==> src/rtl/secNsTimebase_pkg.sv <==
package secNsTimebase_pkg;

  localparam logic [7:0] OFS_PERIOD = 8'h18;
  localparam logic [7:0] OFS_SEC_HI = 8'h20;
  localparam logic [7:0] OFS_SEC_LO = 8'h24;
  localparam logic [7:0] OFS_NSEC   = 8'h28;

  typedef struct packed {
    logic secTick;
    logic selPeriod;
    logic selSecHi;
    logic selSecLo;
    logic selNsec;
  } tbStrobe_t;

endpackage

==> src/rtl/tbNsCtrl.sv <==
module tbNsCtrl
  import secNsTimebase_pkg::*;
#(
  parameter int PERIOD_NS = 20,
  parameter int WRAP_NS   = 1000000000,
  parameter int ADDR_W    = 8,
  parameter int NS_W      = $clog2(WRAP_NS + PERIOD_NS)
) (
  input  logic              clk,
  input  logic              rstN,
  input  logic [ADDR_W-1:0] addr,
  output logic [NS_W-1:0]   nsec,
  output tbStrobe_t         strobe
);

  localparam logic [NS_W-1:0] STEP = NS_W'(PERIOD_NS);
  localparam logic [NS_W-1:0] WRAP = NS_W'(WRAP_NS);

  logic [NS_W-1:0] nsQ;
  logic [NS_W-1:0] nsSum;
  logic            wrapHit;

  always_comb begin
    nsSum   = nsQ + STEP;
    wrapHit = (nsSum >= WRAP);
  end

  always_ff @(posedge clk or negedge rstN) begin
    if (!rstN) nsQ <= '0;
    else if (wrapHit) nsQ <= nsSum - WRAP;
    else nsQ <= nsSum;
  end

  always_comb begin
    strobe.secTick   = wrapHit;
    strobe.selPeriod = (addr == ADDR_W'(OFS_PERIOD));
    strobe.selSecHi  = (addr == ADDR_W'(OFS_SEC_HI));
    strobe.selSecLo  = (addr == ADDR_W'(OFS_SEC_LO));
    strobe.selNsec   = (addr == ADDR_W'(OFS_NSEC));
  end

  assign nsec = nsQ;

endmodule

==> src/rtl/tbSecPath.sv <==
module tbSecPath
  import secNsTimebase_pkg::*;
#(
  parameter int PERIOD_NS = 20,
  parameter int DATA_W    = 32,
  parameter int NS_W      = 30
) (
  input  logic              clk,
  input  logic              rstN,
  input  tbStrobe_t         strobe,
  input  logic [NS_W-1:0]   nsec,
  output logic [DATA_W-1:0] secLo,
  output logic [DATA_W-1:0] secHi,
  output logic [DATA_W-1:0] rdData
);

  localparam logic [DATA_W-1:0] PERIOD_VAL = DATA_W'(PERIOD_NS);

  logic [DATA_W-1:0] loQ;
  logic [DATA_W-1:0] hiQ;
  logic              loFull;

  assign loFull = &loQ;

  always_ff @(posedge clk or negedge rstN) begin
    if (!rstN) begin
      loQ <= '0;
      hiQ <= '0;
    end else if (strobe.secTick) begin
      loQ <= loQ + 1'b1;
      if (loFull) hiQ <= hiQ + 1'b1;
    end
  end

  generate
    if (NS_W < DATA_W) begin : g_nsPad
      logic [DATA_W-1:0] nsWide;
      assign nsWide = {{(DATA_W - NS_W){1'b0}}, nsec};
      always_comb begin
        rdData = '0;
        if (strobe.selPeriod) rdData = PERIOD_VAL;
        if (strobe.selSecHi)  rdData = hiQ;
        if (strobe.selSecLo)  rdData = loQ;
        if (strobe.selNsec)   rdData = nsWide;
      end
    end else begin : g_nsFull
      always_comb begin
        rdData = '0;
        if (strobe.selPeriod) rdData = PERIOD_VAL;
        if (strobe.selSecHi)  rdData = hiQ;
        if (strobe.selSecLo)  rdData = loQ;
        if (strobe.selNsec)   rdData = nsec[DATA_W-1:0];
      end
    end
  endgenerate

  assign secLo = loQ;
  assign secHi = hiQ;

endmodule

==> src/rtl/secNsTimebase.sv <==
module secNsTimebase
  import secNsTimebase_pkg::*;
#(
  parameter int PERIOD_NS = 20,
  parameter int WRAP_NS   = 1000000000,
  parameter int DATA_W    = 32,
  parameter int ADDR_W    = 8
) (
  input  logic              clk,
  input  logic              rstN,
  input  logic [ADDR_W-1:0] addr,
  output logic [DATA_W-1:0] rdData,
  input  logic              wrEn,
  input  logic [DATA_W-1:0] wrData
);

  localparam int NS_W = $clog2(WRAP_NS + PERIOD_NS);

  generate
    if (PERIOD_NS < 1 || PERIOD_NS > 1000 || NS_W > DATA_W) begin : g_badCfg
      $error("secNsTimebase: unsupported period or width");
    end
  endgenerate

  tbStrobe_t         strobe;
  logic [NS_W-1:0]   nsecQ;
  logic [DATA_W-1:0] secLoQ;
  logic [DATA_W-1:0] secHiQ;
  logic              unusedWrite;

  assign unusedWrite = ^{wrEn, wrData};

  tbNsCtrl #(
    .PERIOD_NS(PERIOD_NS),
    .WRAP_NS  (WRAP_NS),
    .ADDR_W   (ADDR_W),
    .NS_W     (NS_W)
  ) u_ctrl (
    .clk   (clk),
    .rstN  (rstN),
    .addr  (addr),
    .nsec  (nsecQ),
    .strobe(strobe)
  );

  tbSecPath #(
    .PERIOD_NS(PERIOD_NS),
    .DATA_W   (DATA_W),
    .NS_W     (NS_W)
  ) u_path (
    .clk   (clk),
    .rstN  (rstN),
    .strobe(strobe),
    .nsec  (nsecQ),
    .secLo (secLoQ),
    .secHi (secHiQ),
    .rdData(rdData)
  );

endmodule

==> config.mk <==
export PLATFORM = sky130hd
export DESIGN_NAME = secNsTimebase
export DESIGN_NICKNAME = d
export VERILOG_FILES = /design/src/rtl/secNsTimebase_pkg.sv /design/src/rtl/tbNsCtrl.sv /design/src/rtl/tbSecPath.sv /design/src/rtl/secNsTimebase.sv
export SDC_FILE = /design/constraint.sdc
export NUM_CORES = 1
export LEC_CHECK = 0
export ABC_CLOCK_PERIOD_IN_PS = 4100
export BUFFER_PORTS_ARGS = -buffer_cell sky130_fd_sc_hd__buf_2
export CAP_MARGIN = 20
export CORE_ASPECT_RATIO = 1.75
export CORE_MARGIN = 2
export CORE_UTILIZATION = 59
export CTS_BUF_LIST = sky130_fd_sc_hd__clkbuf_16
export DETAILED_ROUTE_END_ITERATION = 7
export GPL_TIMING_DRIVEN = 0
export PLACE_DENSITY = 0.83
export SYNTH_ARGS = -nofsm -noshare
export SYNTH_HDL_FRONTEND = slang
export SYNTH_SLANG_ARGS = --single-unit
==> constraint.sdc <==
create_clock -name clk -period 4.1 [get_ports clk]
set_clock_uncertainty 0.2 [all_clocks]
set_input_delay 1.23 -clock clk [delete_from_list [all_inputs] [get_ports clk]]
set_output_delay 1.23 -clock clk [all_outputs]
set_load 0.005 [all_outputs]
Word-level counts from Yosys, hierarchy flattened
Cells that the tools add are included.

storage, ports and cells
  bits in registers = 94
  input bits = 43
  output and inout bits = 32
  logic and storage cells = 18

cells by class
  add/sub/neg operators = 4
  order comparisons = 1
  equal/unequal tests = 4
  multiplexer cells = 5
  reductions and logical operators = 1

operator list
  cell                                                 number
  two-way mux 32 bit                                   3
  adder 32 x 1 -> 32 bit, second input constant        2
  AND reduction 33 bit                                 1
  adder 30 x 5 -> 30 bit, second input constant        1
  >= comparator 30 bit, second input constant          1
  two-way mux 30 bit                                   1
  subtractor 30 bit, second input constant             1
  equality test 8 x 6 -> 1 bit, second input constant  3
  equality test 8 x 5 -> 1 bit, second input constant  1
  two-way mux 5 bit                                    1

Depth between registers and ports, before layout
  word-level depth = 5
  depth in mapped cells = 13
  gate-level depth less buffers = 13

Modules after synthesis
From an unflattened synthesis, not the netlist that was laid out.

unflattened totals
  cells, all modules = 731
  area total of the unflattened synthesis = 6099.6 um^2

modules (own cells, without submodules)
  module     instances  cells an instance  area each (um^2)  sequential area each (um^2)
  tbSecPath  1          453                3733.6            1601.5
  tbNsCtrl   1          278                2366.0            700.7

Least setup slack after synthesis
OpenSTA, ideal clock, no wires.

  kind = input to output
  from = input port addr[7]
  to = output port rdData[4]
  data arrival time = 2490 ps
  data required time = 2670 ps
  setup slack = 180 ps
  cell stages on the path = 7
  buffers on the path = 1
  cells stage by stage = nor4_1 > nand3b_1 > or2_2 > clkbuf_1 > o21ai_0 > a21oi_1 > a31o_2

on the way
  cells in the longest elaborated chain, start to end = 5
  elaborated cells on any way between the ends = 8
  those cells by class = 4 x eq/ne; 4 x mux

ends and longest elaborated chain
  what                          line                 RTL
  start: declaration            secNsTimebase.sv:11  input logic [ADDR_W-1:0] addr,
  equality test 8 x 5 -> 1 bit  tbNsCtrl.sv:36       strobe.selPeriod = (addr == ADDR_W'(OFS_PERIOD));
  two-way mux 5 bit             tbSecPath.sv:41      if (strobe.selPeriod) rdData = PERIOD_VAL;
  two-way mux 32 bit            tbSecPath.sv:42      if (strobe.selSecHi) rdData = hiQ;
  two-way mux 32 bit            tbSecPath.sv:43      if (strobe.selSecLo) rdData = loQ;
  two-way mux 32 bit *          tbSecPath.sv:44      if (strobe.selNsec) rdData = nsWide;
  end: declaration              secNsTimebase.sv:12  output logic [DATA_W-1:0] rdData,

Mark *: on every way between the ends. The rest lies on a longest branch, timed or not.

Worst setup path after layout
  from = register u_ctrl.nsQ[13], in the netlist u_ctrl.nsec[13]
  to = register u_path.hiQ[13], in the netlist u_path.secHi[13]

on the way
  cells in the longest elaborated chain, start to end = 3

ends and longest elaborated chain
  what                                   line             RTL
  start: declaration                     tbNsCtrl.sv:19   logic [NS_W-1:0] nsQ;
  start signal: assignment               tbNsCtrl.sv:30   else if (wrapHit) nsQ <= nsSum - WRAP;
  start signal: assignment               tbNsCtrl.sv:31   else nsQ <= nsSum;
  adder 30 x 5 -> 30 bit                 tbNsCtrl.sv:24   nsSum = nsQ + STEP;
  >= comparator 30 bit                   tbNsCtrl.sv:25   wrapHit = (nsSum >= WRAP);
  AND reduction 33 bit (no source line)  -
  end signal: assignment                 tbSecPath.sv:31  if (loFull) hiQ <= hiQ + 1'b1;
  end: declaration                       tbSecPath.sv:20  logic [DATA_W-1:0] hiQ;

Every way passes these cells.
A chain may end at the register's enable or synchronous reset.

==> summary.txt <==
Outcome
  – Status: finished, final reports clean

Floorplanning
  – Initial core utilization: 60.6%
  – Cell Rows: 48
  – Die footprint: about 0.011 mm2
  – I/O Pins: 75
  – Die width: ~80 um
  – Die height: roughly 140 um
  – Core Box Area: 0.00991 mm2

Synthesis
  – Post-synth ARST share: 100%
  – Mapped Area: 0.00601 mm2
  – Top cells by area, synth: dfrtp_1 (38%), xnor2_1 (7.7%), xor2_1 (6.7%), nor2_1 (6.1%), mux2i_1 (5.5%)
  – FF+latch count, synth: 92
  – Ys flop type: dfrtp_1
  – Synth top area share: 38.3%
  – Syn. warnings: 0
  – Netlist cell types: 63
  – Post-synth EDFFs: 0
  – Post-Syn Nets: about 740
  – Mapped Cells: 697
  – Sequential cell area fraction in the yosys report: 38.3%
  – Mean post-synth cell area: 8.62 um2
  – Area leader, netlist: dfrtp_1

Clock tree
  – Clock Sinks: 92
  – Num CTS Buffers: 9
  – Worst-skew pair later-pin latency: 0.35 ns
  – Root Buffer: clkbuf_16
  – CTS tree: built
  – H-tree Lvls: 3
  – Clock Tree Buf Depth: 2
  – Reg clk slew, reported paths: 0.07 ns

STA
  – Final worst slack: 0.0438 ns
  – Tmin final: 4.06 ns
  – Fmax: 247 MHz
  – Final setup vio count: 0
  – Final Cycle Share: a little over nine tenths
  – RSZ-0062 raised after global routing: yes
  – Hold Vio Cnt, Final: 0
  – Slew HR: 51.8%
  – Worst slew pin tran: between 0.7 and 0.8 ns
  – Slew Viols, Final: 0

Placement
  – Detailed placement HPWL: 12200 um
  – Placed Cells incl. Taps: ~860
  – Port buffer count: 40
  – Pre-CTS setup slack: -0.386 ns
  – Routability cong.: 0.974

Setup path
  – Endpoint class of the critical path: flop
  – Crit path required time: around 4.1 ns
  – Crit path launch type: flop
  – Cell Chain, Critical Path: nand3_2 -> or4_4 -> o31a_1 -> or2_2 -> or2_2 -> a32oi_2 -> or2_2 -> clkbuf_1 -> nor4_1 -> xor2_1
  – Cell mode on critical path: or2_2
  – Crit-path max cell delay: 0.62 ns
  – Crit Reg-Reg Startpoint: u_ctrl.nsec[13]$_DFF_PN0_
  – Critical Setup Path Class: flop to flop
  – CP top delay family: simple AND/OR/NAND/NOR gates
  – CP max FO: 8
  – R2R Setup Slk: 0.04 ns
  – Crit Reg-Reg Endpoint: u_path.secHi[13]$_DFFE_PN0P_
  – Arr. time, crit path: around 4.1 ns
  – Buffers and inverters on the worst path: 1
  – FF-to-FF path depth: 10
  – Critical Path Slowest Stage Cell: or4_4

Global route
  – First-pass GRT wire length: around 27000 um
  – Gr ovfl total: 0
  – Vias in the first global route: 5573
  – Largest net degree at the start of global routing: 75
  – GRT Util Overall: about 31%
  – Initial antenna violation count: 0

Route
  – Drt wl/cell: 18.7 um
  – DRT Wirelength: 16400 um
  – Total number of vias: approximately 5.5k
  – DRT Pass-1 Iters: 5
  – DRT antenna net count: 0
  – WL met3: 747 um
  – Metal-1 WL: 6040 um
  – DR vias/cell: ~6.3
  – Initial DRC count: 436
  – WL met2: 8780 um
  – Top Metal Used: met4
  – DRC: 0

Final layout
  – FILL cells: 775
  – Cell Count, Final, Fillers Out: around 880
  – Share of layout cells above drive strength 1: 14.9%
  – Diode count: 0
  – Commonest non-fill, non-tap cells in the layout: nor2_1 (96), dfrtp_1 (92), xnor2_1 (53), buf_2 (52), nand2_1 (51)
  – Most common cell after layout, fill and taps aside: nor2_1
  – P&R area growth vs syn: 12.8%
  – Final #Nets: 797

Power
  – Pwr Density: 258 mW/mm2
  – Pleak: 0.00301 uW
  – Worst vdd ir: roughly 240 uV

Hold path
  – Hold Crit Start: u_path.secHi[31]$_DFFE_PN0P_
  – Hold crit path type: flop to flop
  – WHS Endpoint: u_path.secHi[31]$_DFFE_PN0P_
  – Hold depth: 1

Run
  – Max_cap viols: 0
[per-layer routing]
metal	global-route usage, %	up-vias
met2	55.7	252
met4	19.6	0
met1	34.0	2643
met5	0	-
met3	4.91	64
li1	-	2543
[sequential cells by signal (all words and copies together), names as in the netlist]
| register | cells |
|---|---|
| u_path.secHi | 32 |
| u_ctrl.nsec | 28 |
| u_path.secLo | 32 |
[Yosys cell counts, types with 4 or more instances]
cell       n
nor4_1    22
dfrtp_1   92
inv_1     26
nor2_1    97
buf_2     12
o21ai_0   12
nor3_1    21
a31oi_1    5
xor2_1    46
and2_1     4
a21oi_1   35
or3_1      5
nand2_1   52
or2_2      7
a21o_1     4
nand3_1   40
buf_1      4
xnor2_1   53
ha_1       4
clkbuf_1  23
nand4_1   22
mux2i_1   33
and3_1    18
[kinds of logic (layout without fill, tap and decap cells)]
group / count (synthesis) / after routing / synth area share, %
buffers and inverters: 65 / 122 / 4.31
AND/OR/NAND/NOR: 314 / 314 / 26.2
adder cells (fa/ha/maj): 4 / 4 / 0.833
XOR/XNOR: 100 / 100 / 14.9
flip-flops: 92 / 92 / 38.3
multiplexers: 34 / 34 / 5.68
AO/OA/AOI/OAI: 88 / 88 / 9.81
[through the flow]
stage,TNS [ns],total power [uW],area (um2),utilization [%],hold WS (ns)
2_1_floorplan,0,949,6010,-,0.241
3_3_place_gp,-6.63,976,6370,64.2,0.256
3_5_place_dp,-11.01,981,6400,64.6,0.256
4_1_cts,0,1760,6720,67.8,0.269
5_1_grt,-0.0768,1800,6780,68.4,0.282
6_report,0,1750,6780,68.4,0.268
[repair_timing]
item,CTS,global route
hold buffers,0,0
cloned,0,0
buffers inserted,0,1
gates resized for setup,15,16
setup endpoints to repair,81,34
pin swaps,0,5
endpoints found under the hold margin,0,0
[layout make-up]
class                      instances  area (um2)  area share, %
buffer                            38         174           2.57
inverter                          26        97.6           1.44
multi-input combinational        540        3530           52.1
sequential                        92        2300           34.0
tap                              125         156           2.31
clock buffer                       9         225           3.32
timing repair buffer              43         243           3.58
clock inverter                     6        50.0          0.738
[how the worst max path moves through the flow]
stage	start	slack, ns	cells past startpoint	end
5_1_grt	u_ctrl.nsec[6]$_DFF_PN0_	-0.04	13	u_path.secLo[26]$_DFFE_PN0P_
3_3_place_gp	u_ctrl.nsec[3]$_DFF_PN0_	-0.33	11	u_path.secLo[26]$_DFFE_PN0P_
6_report	u_ctrl.nsec[13]$_DFF_PN0_	0.04	10	u_path.secHi[13]$_DFFE_PN0P_
4_1_cts	addr[7]	0.002	8	rdData[2]
2_1_floorplan	addr[7]	0.18	7	rdData[4]
3_5_place_dp	u_ctrl.nsec[3]$_DFF_PN0_	-0.39	11	u_path.secLo[26]$_DFFE_PN0P_
[power by group]
part | switching (uW) | internal (uW) | total, uW
sequential | 0 | 907 | 907
combinational | 41.6 | 17.4 | 59.0
clock | 371 | 414 | 785
total | 412 | 1340 | 1750
No activity file was read; power rests on OpenSTA's default activity.
